[config.mk]
export PLATFORM = sky130hd
export DESIGN_NAME = cnu_tr_vote
export DESIGN_NICKNAME = d
export VERILOG_FILES = /design/src/rtl/cnu_pkg.sv /design/src/rtl/cnu_min_sum.sv /design/src/rtl/cnu_sign_pass.sv /design/src/rtl/cnu_maj_vote.sv /design/src/rtl/cnu_tr_vote.sv
export SDC_FILE = /design/constraint.sdc
export NUM_CORES = 1
export LEC_CHECK = 0
export BUFFER_PORTS_ARGS = -buffer_cell sky130_fd_sc_hd__buf_2
export CAP_MARGIN = 30
export CORE_UTILIZATION = 30
export CTS_CLUSTER_SIZE = 30
export DETAILED_ROUTE_END_ITERATION = 7
export PLACE_DENSITY = 0.43
export SLEW_MARGIN = 30
export SYNTH_ARGS = -nofsm -noshare
export SYNTH_HDL_FRONTEND = slang
export SYNTH_SLANG_ARGS = --single-unit
[constraint.sdc]
create_clock -name clk -period 21.7 [get_ports clk]
set_clock_uncertainty 0.05 [all_clocks]
set_input_delay 2.17 -clock clk [delete_from_list [all_inputs] [get_ports clk]]
set_output_delay 2.17 -clock clk [all_outputs]
set_load 0.02 [all_outputs]
[src/rtl/cnu_pkg.sv]
package cnu_pkg;
  typedef enum logic [1:0] {
    ST_IDLE = 2'd0,
    ST_RUN  = 2'd1,
    ST_VOTE = 2'd2,
    ST_HOLD = 2'd3
  } cnu_state_t;
endpackage

[src/rtl/cnu_min_sum.sv]
// Saturating absolute value per edge, then first/second minimum search.
module cnu_min_sum #(
  parameter int DEG = 6,
  parameter int W   = 8
) (
  input  logic [DEG*W-1:0]     msgs,
  output logic [DEG*(W-1)-1:0] mags
);
  localparam int MW = W - 1;
  localparam int IW = (DEG > 1) ? $clog2(DEG) : 1;

  logic [MW-1:0] absv [DEG];

  for (genvar g = 0; g < DEG; g++) begin : g_abs
    logic [W-1:0] x;
    logic [W-1:0] neg;
    assign x   = msgs[g*W +: W];
    assign neg = ~x + 1'b1;
    always_comb begin
      if (!x[W-1])       absv[g] = x[MW-1:0];
      else if (neg[W-1]) absv[g] = {MW{1'b1}};
      else               absv[g] = neg[MW-1:0];
    end
  end

  logic [MW-1:0] min1, min2;
  logic [IW-1:0] idx1;

  always_comb begin
    min1 = {MW{1'b1}};
    min2 = {MW{1'b1}};
    idx1 = '0;
    for (int i = 0; i < DEG; i++) begin
      if (absv[i] < min1) begin
        min2 = min1;
        min1 = absv[i];
        idx1 = IW'(i);
      end else if (absv[i] < min2) begin
        min2 = absv[i];
      end
    end
  end

  for (genvar g = 0; g < DEG; g++) begin : g_sel
    assign mags[g*MW +: MW] = (idx1 == IW'(g)) ? min2 : min1;
  end
endmodule

[src/rtl/cnu_sign_pass.sv]
// One pass of the extrinsic sign computation with optional per-edge inversion.
module cnu_sign_pass #(
  parameter int DEG = 6
) (
  input  logic [DEG-1:0] signs,
  input  logic [DEG-1:0] flip,
  output logic [DEG-1:0] ext
);
  logic parity;
  assign parity = ^signs;

  for (genvar g = 0; g < DEG; g++) begin : g_ext
    assign ext[g] = parity ^ signs[g] ^ flip[g];
  end
endmodule

[src/rtl/cnu_maj_vote.sv]
// Majority decision over REPS pass results.
module cnu_maj_vote #(
  parameter int REPS = 5
) (
  input  logic [REPS-1:0] samples,
  output logic            vote
);
  localparam int NEED = REPS / 2 + 1;
  assign vote = ($countones(samples) >= NEED);
endmodule

[src/rtl/cnu_tr_vote.sv]
module cnu_tr_vote #(
  parameter int DEG  = 6,
  parameter int W    = 8,
  parameter int REPS = 5
) (
  input  logic             clk,
  input  logic             rst_n,
  input  logic             in_valid,
  output logic             in_ready,
  input  logic [DEG*W-1:0] in_msgs,
  input  logic [REPS-1:0]  flt_rep_mask,
  input  logic [DEG-1:0]   flt_edge_mask,
  output logic             out_valid,
  input  logic             out_ready,
  output logic [DEG*W-1:0] out_msgs
);
  import cnu_pkg::*;

  localparam int MW = W - 1;
  localparam int CW = (REPS > 1) ? $clog2(REPS) : 1;

  cnu_state_t state;
  logic [CW-1:0]         rep_cnt;
  logic [DEG-1:0]        sign_q;
  logic [DEG*MW-1:0]     mag_q;
  logic [DEG-1:0][REPS-1:0] hist_q;

  logic                  accept;
  logic [DEG*MW-1:0]     mag_nxt;
  logic [DEG-1:0]        in_signs;
  logic [DEG-1:0]        flip_cur;
  logic [DEG-1:0]        pass_ext;
  logic [DEG-1:0]        voted;
  logic [DEG*W-1:0]      out_nxt;

  assign in_ready = (state == ST_IDLE);
  assign accept   = in_valid && in_ready;

  for (genvar g = 0; g < DEG; g++) begin : g_in_sign
    assign in_signs[g] = in_msgs[g*W + W - 1];
  end

  cnu_min_sum #(.DEG(DEG), .W(W)) u_min (
    .msgs (in_msgs),
    .mags (mag_nxt)
  );

  assign flip_cur = flt_edge_mask & {DEG{flt_rep_mask[rep_cnt]}};

  cnu_sign_pass #(.DEG(DEG)) u_pass (
    .signs (sign_q),
    .flip  (flip_cur),
    .ext   (pass_ext)
  );

  for (genvar g = 0; g < DEG; g++) begin : g_vote
    logic [W-1:0] pos;
    cnu_maj_vote #(.REPS(REPS)) u_vote (
      .samples (hist_q[g]),
      .vote    (voted[g])
    );
    assign pos = {1'b0, mag_q[g*MW +: MW]};
    assign out_nxt[g*W +: W] = voted[g] ? (~pos + 1'b1) : pos;
  end

  always_ff @(posedge clk) begin
    if (!rst_n) begin
      state     <= ST_IDLE;
      rep_cnt   <= '0;
      sign_q    <= '0;
      mag_q     <= '0;
      hist_q    <= '0;
      out_valid <= 1'b0;
      out_msgs  <= '0;
    end else begin
      case (state)
        ST_IDLE: begin
          if (accept) begin
            sign_q  <= in_signs;
            mag_q   <= mag_nxt;
            rep_cnt <= '0;
            state   <= ST_RUN;
          end
        end
        ST_RUN: begin
          for (int i = 0; i < DEG; i++) begin
            hist_q[i][rep_cnt] <= pass_ext[i];
          end
          if (rep_cnt == CW'(REPS - 1)) begin
            state <= ST_VOTE;
          end else begin
            rep_cnt <= rep_cnt + 1'b1;
          end
        end
        ST_VOTE: begin
          out_msgs  <= out_nxt;
          out_valid <= 1'b1;
          state     <= ST_HOLD;
        end
        default: begin
          if (out_ready) begin
            out_valid <= 1'b0;
            state     <= ST_IDLE;
          end
        end
      endcase
    end
  end
endmodule

==> impl_results.md <==
* N_diodes at 0
* Syn. warnings at 0
* R2R Setup Slk at 18,610 ps
* Number of global-route vias before repair at 9,429
* Root Driver: clkbuf_16
* Wire length per cell at 17.9 um
* Worst min path class: register to register
* Cell Rows at 68
* CP Launch Point: in_msgs[8]
* RSZ-0062 raised after global routing: false
* Reg-to-reg endpoint: out_msgs[29]
* Filler cell count at 3,708
* Setup WS post-layout at 5350 ps
* Post-CTS Hold Buffers at 0
* Post-Syn Area per Cell at 7.79 um^2
* Cts repair resizes at 0
* Final period utilization at 75.3%
* Synth Instances at 1,360
* Required @ worst endpoint at 21,950 ps
* DR vias at 10,200
* Outcome: finished, final reports clean
* Synth Area in Compound Gates at 30.5%
* I/O pin cnt at 113
* CP max stage delay at 720 ps
* Slowest cell on the critical path: a21oi_1
* Core ar. at 34,600 um^2
* Setup repair bufs after CTS at 0
* Adder-Cell Fraction of Synth Area at 12.0%
* Fmax at 61.2 MHz
* Total Nets Final at 1,596
* H-tree Lvls at 4
* Drt initial violations at 608
* Clock Sinks at 132
* Power Dens Cells at 137 nW/um^2
* Setup violations, final at 0
* Startpoint Class: input port
* Worst R2R Path Depth at 10
* Critical path fanouts, max at 23
* Crit-path most repeated cell: ha_1
* Worst EP arrival at 16,590 ps
* Critical path class: input port to register
* GRT overflow at 0
* Seq cells post-synth at 132
* Reg clk slew, reported paths at 60 ps
* Lkg Pwr at 5.03 nW
* Most common cell after layout, fill and taps aside: nor2_1
* Post-synthesis xor/xnor area fraction at 3.87%
* CTS tree: done
* CTS buffer count at 17
* Final hold violation count at 0
* Main flop type after synthesis: dfxtp_1
* Asr flop ratio synth at 0%
* Fin crit period at 16,350 ps
* Routed Antenna Nets at 0
* Total GRT Usage at 19.0%
* Post-DR vias/cell at 5.36
* Mapped Area at 10,600 um^2
* I/O Buffers at 112
* Starting density of the core at 30.6%
* Pins Over Slew Limit at 0
* DPL Wire Length at 26,500 um
* Slew @ Worst Pin at 918 ps
* Worst setup path endpoint: mag_q[16]
* Critical R2R Launch: hist_q[15]
* Clock buffer depth at 2
* Worst Setup End Kind: register
* Die X at 190 um
* Post-Route WL at 34,200 um
* DIE AREA at 36,100 um^2
* GPL Wtd Cong at 0.845
* Drc violations at 0
* Netlist cell types at 87
* Worst vdd ir at 0.0566 mV
* Simple-gate area share of the yosys netlist at 18.9%
* Seq/Total Area, Yosys at 24.9%
* Proportion of synthesized area in mux cells at 4.17%
* Setup TNS at 0 ps
* Max-cap violation count at 0
* EDFF count, synth at 0
* Register area at 2640 um^2
* Total design power at 1.67 mW
* Initial antenna violation count at 0
* Die Span Y at 190 um
* Largest net degree at the start of global routing at 87
* Area of the multi-input gates at 7410 um^2
* Slew margin rel. at 38.4%
* Largest family of logic cells by synthesized area: compound AO/OA/AOI/OAI gates
* Share of cells above drive strength 1 at 14.5%
* Syn_nets at 1,517
* Area delta synth->final at 15.7%
* Dpl ws at 5210 ps
* Clock latency on the worst-skew pair at 420 ps
* Drt pass-1 iters at 5
* First-pass GRT wire length at 53,800 um
* Most frequent cells in the layout: nor2_1, dfxtp_1, nand2_1
[worst max-delay path: cells and delay by family]
family | cells | cell delay [ps]
compound gates | 25 | 7400
simple gates | 11 | 3470
fa+ha+maj | 6 | 1620
mux | 3 | 1260
buf+inv | 5 | 610
[power breakdown]
part / leakage [nW] / total [mW] / switching [mW] / internal (mW)
Clock: 0.308 / 0.321 / 0.111 / 0.210
Sequential: 1.08 / 0.383 / 0.0708 / 0.312
Combinational: 3.64 / 0.970 / 0.646 / 0.324
Total: 5.03 / 1.67 / 0.828 / 0.847
[worst min-delay path by stage]
| stage | startpoint | end | depth (start not counted) |
|---|---|---|---|
| after floorplan | sign_q[0] | sign_q[0] | 2 |
| after global placement | out_msgs[38] | out_msgs[38] | 1 |
| after detailed placement | out_msgs[16] | out_msgs[16] | 2 |
| after CTS | out_msgs[22] | out_msgs[22] | 2 |
| after global routing | out_msgs[14] | out_msgs[14] | 2 |
| final | out_msgs[38] | out_msgs[38] | 1 |
[metal layers]
layer	global-route usage, %	routed length, um	vias to the layer above	part of all wire (%)
met5	0	0	-	0
met4	4.81	533	0	1.6
met3	1.83	997	35	2.9
met2	30.5	15400	210	45
met1	26.9	17200	4820	50
li1	-	-	5154	-
[layout make-up]
type	instances	share of cell area, %
Multi-Input combinational cell	1074	60.5
Sequential cell	132	21.6
Inverter	93	2.85
Tap cell	455	4.64
Timing Repair Buffer	121	5.12
Clock inverter	12	1.65
Clock buffer	20	3.72
[synth_stat cells, types with 23 or more instances]
cell type  instances  area (um^2)
nand2_1          122          458
nor2_1           157          589
clkbuf_1          52          195
dfxtp_1          132         2640
ha_1              82         1030
o21a_1            24          180
o21ai_0           79          395
a21oi_1          105          526
xnor2_1           23          201
a211oi_1          45          338
inv_1             93          349
o211ai_1          31          233
mux2i_1           34          340
[registers in the layout, summed over array words and instances (netlist names)]
register and cells:
hist_q 30, state 2, rep_cnt 3, out_msgs 48, sign_q 6, mag_q 42, out_valid 1
[through the flow]
step                      util (%)  hold slack (ps)  instance area [um^2]  cells
after floorplan                  -              406                 10600   1360
after global placement        33.4              415                 11600   1875
after detailed placement      33.4              426                 11600   1875
after CTS                     35.3              435                 12200   1907
after global routing          35.4              455                 12300   1907
final                         35.4              430                 12300   1907
[cells by family (layout without fill, tap and decap cells)]
family,Yosys count,after routing
adders and majority gates,94,94
DFF,132,132
and+or+nand+nor,424,424
muxes,43,43
AOI/OAI and AO/OA,467,467
buffers and inverters,154,246
xor gates and xnor gates,46,46
(Power assumes the default switching activity.)
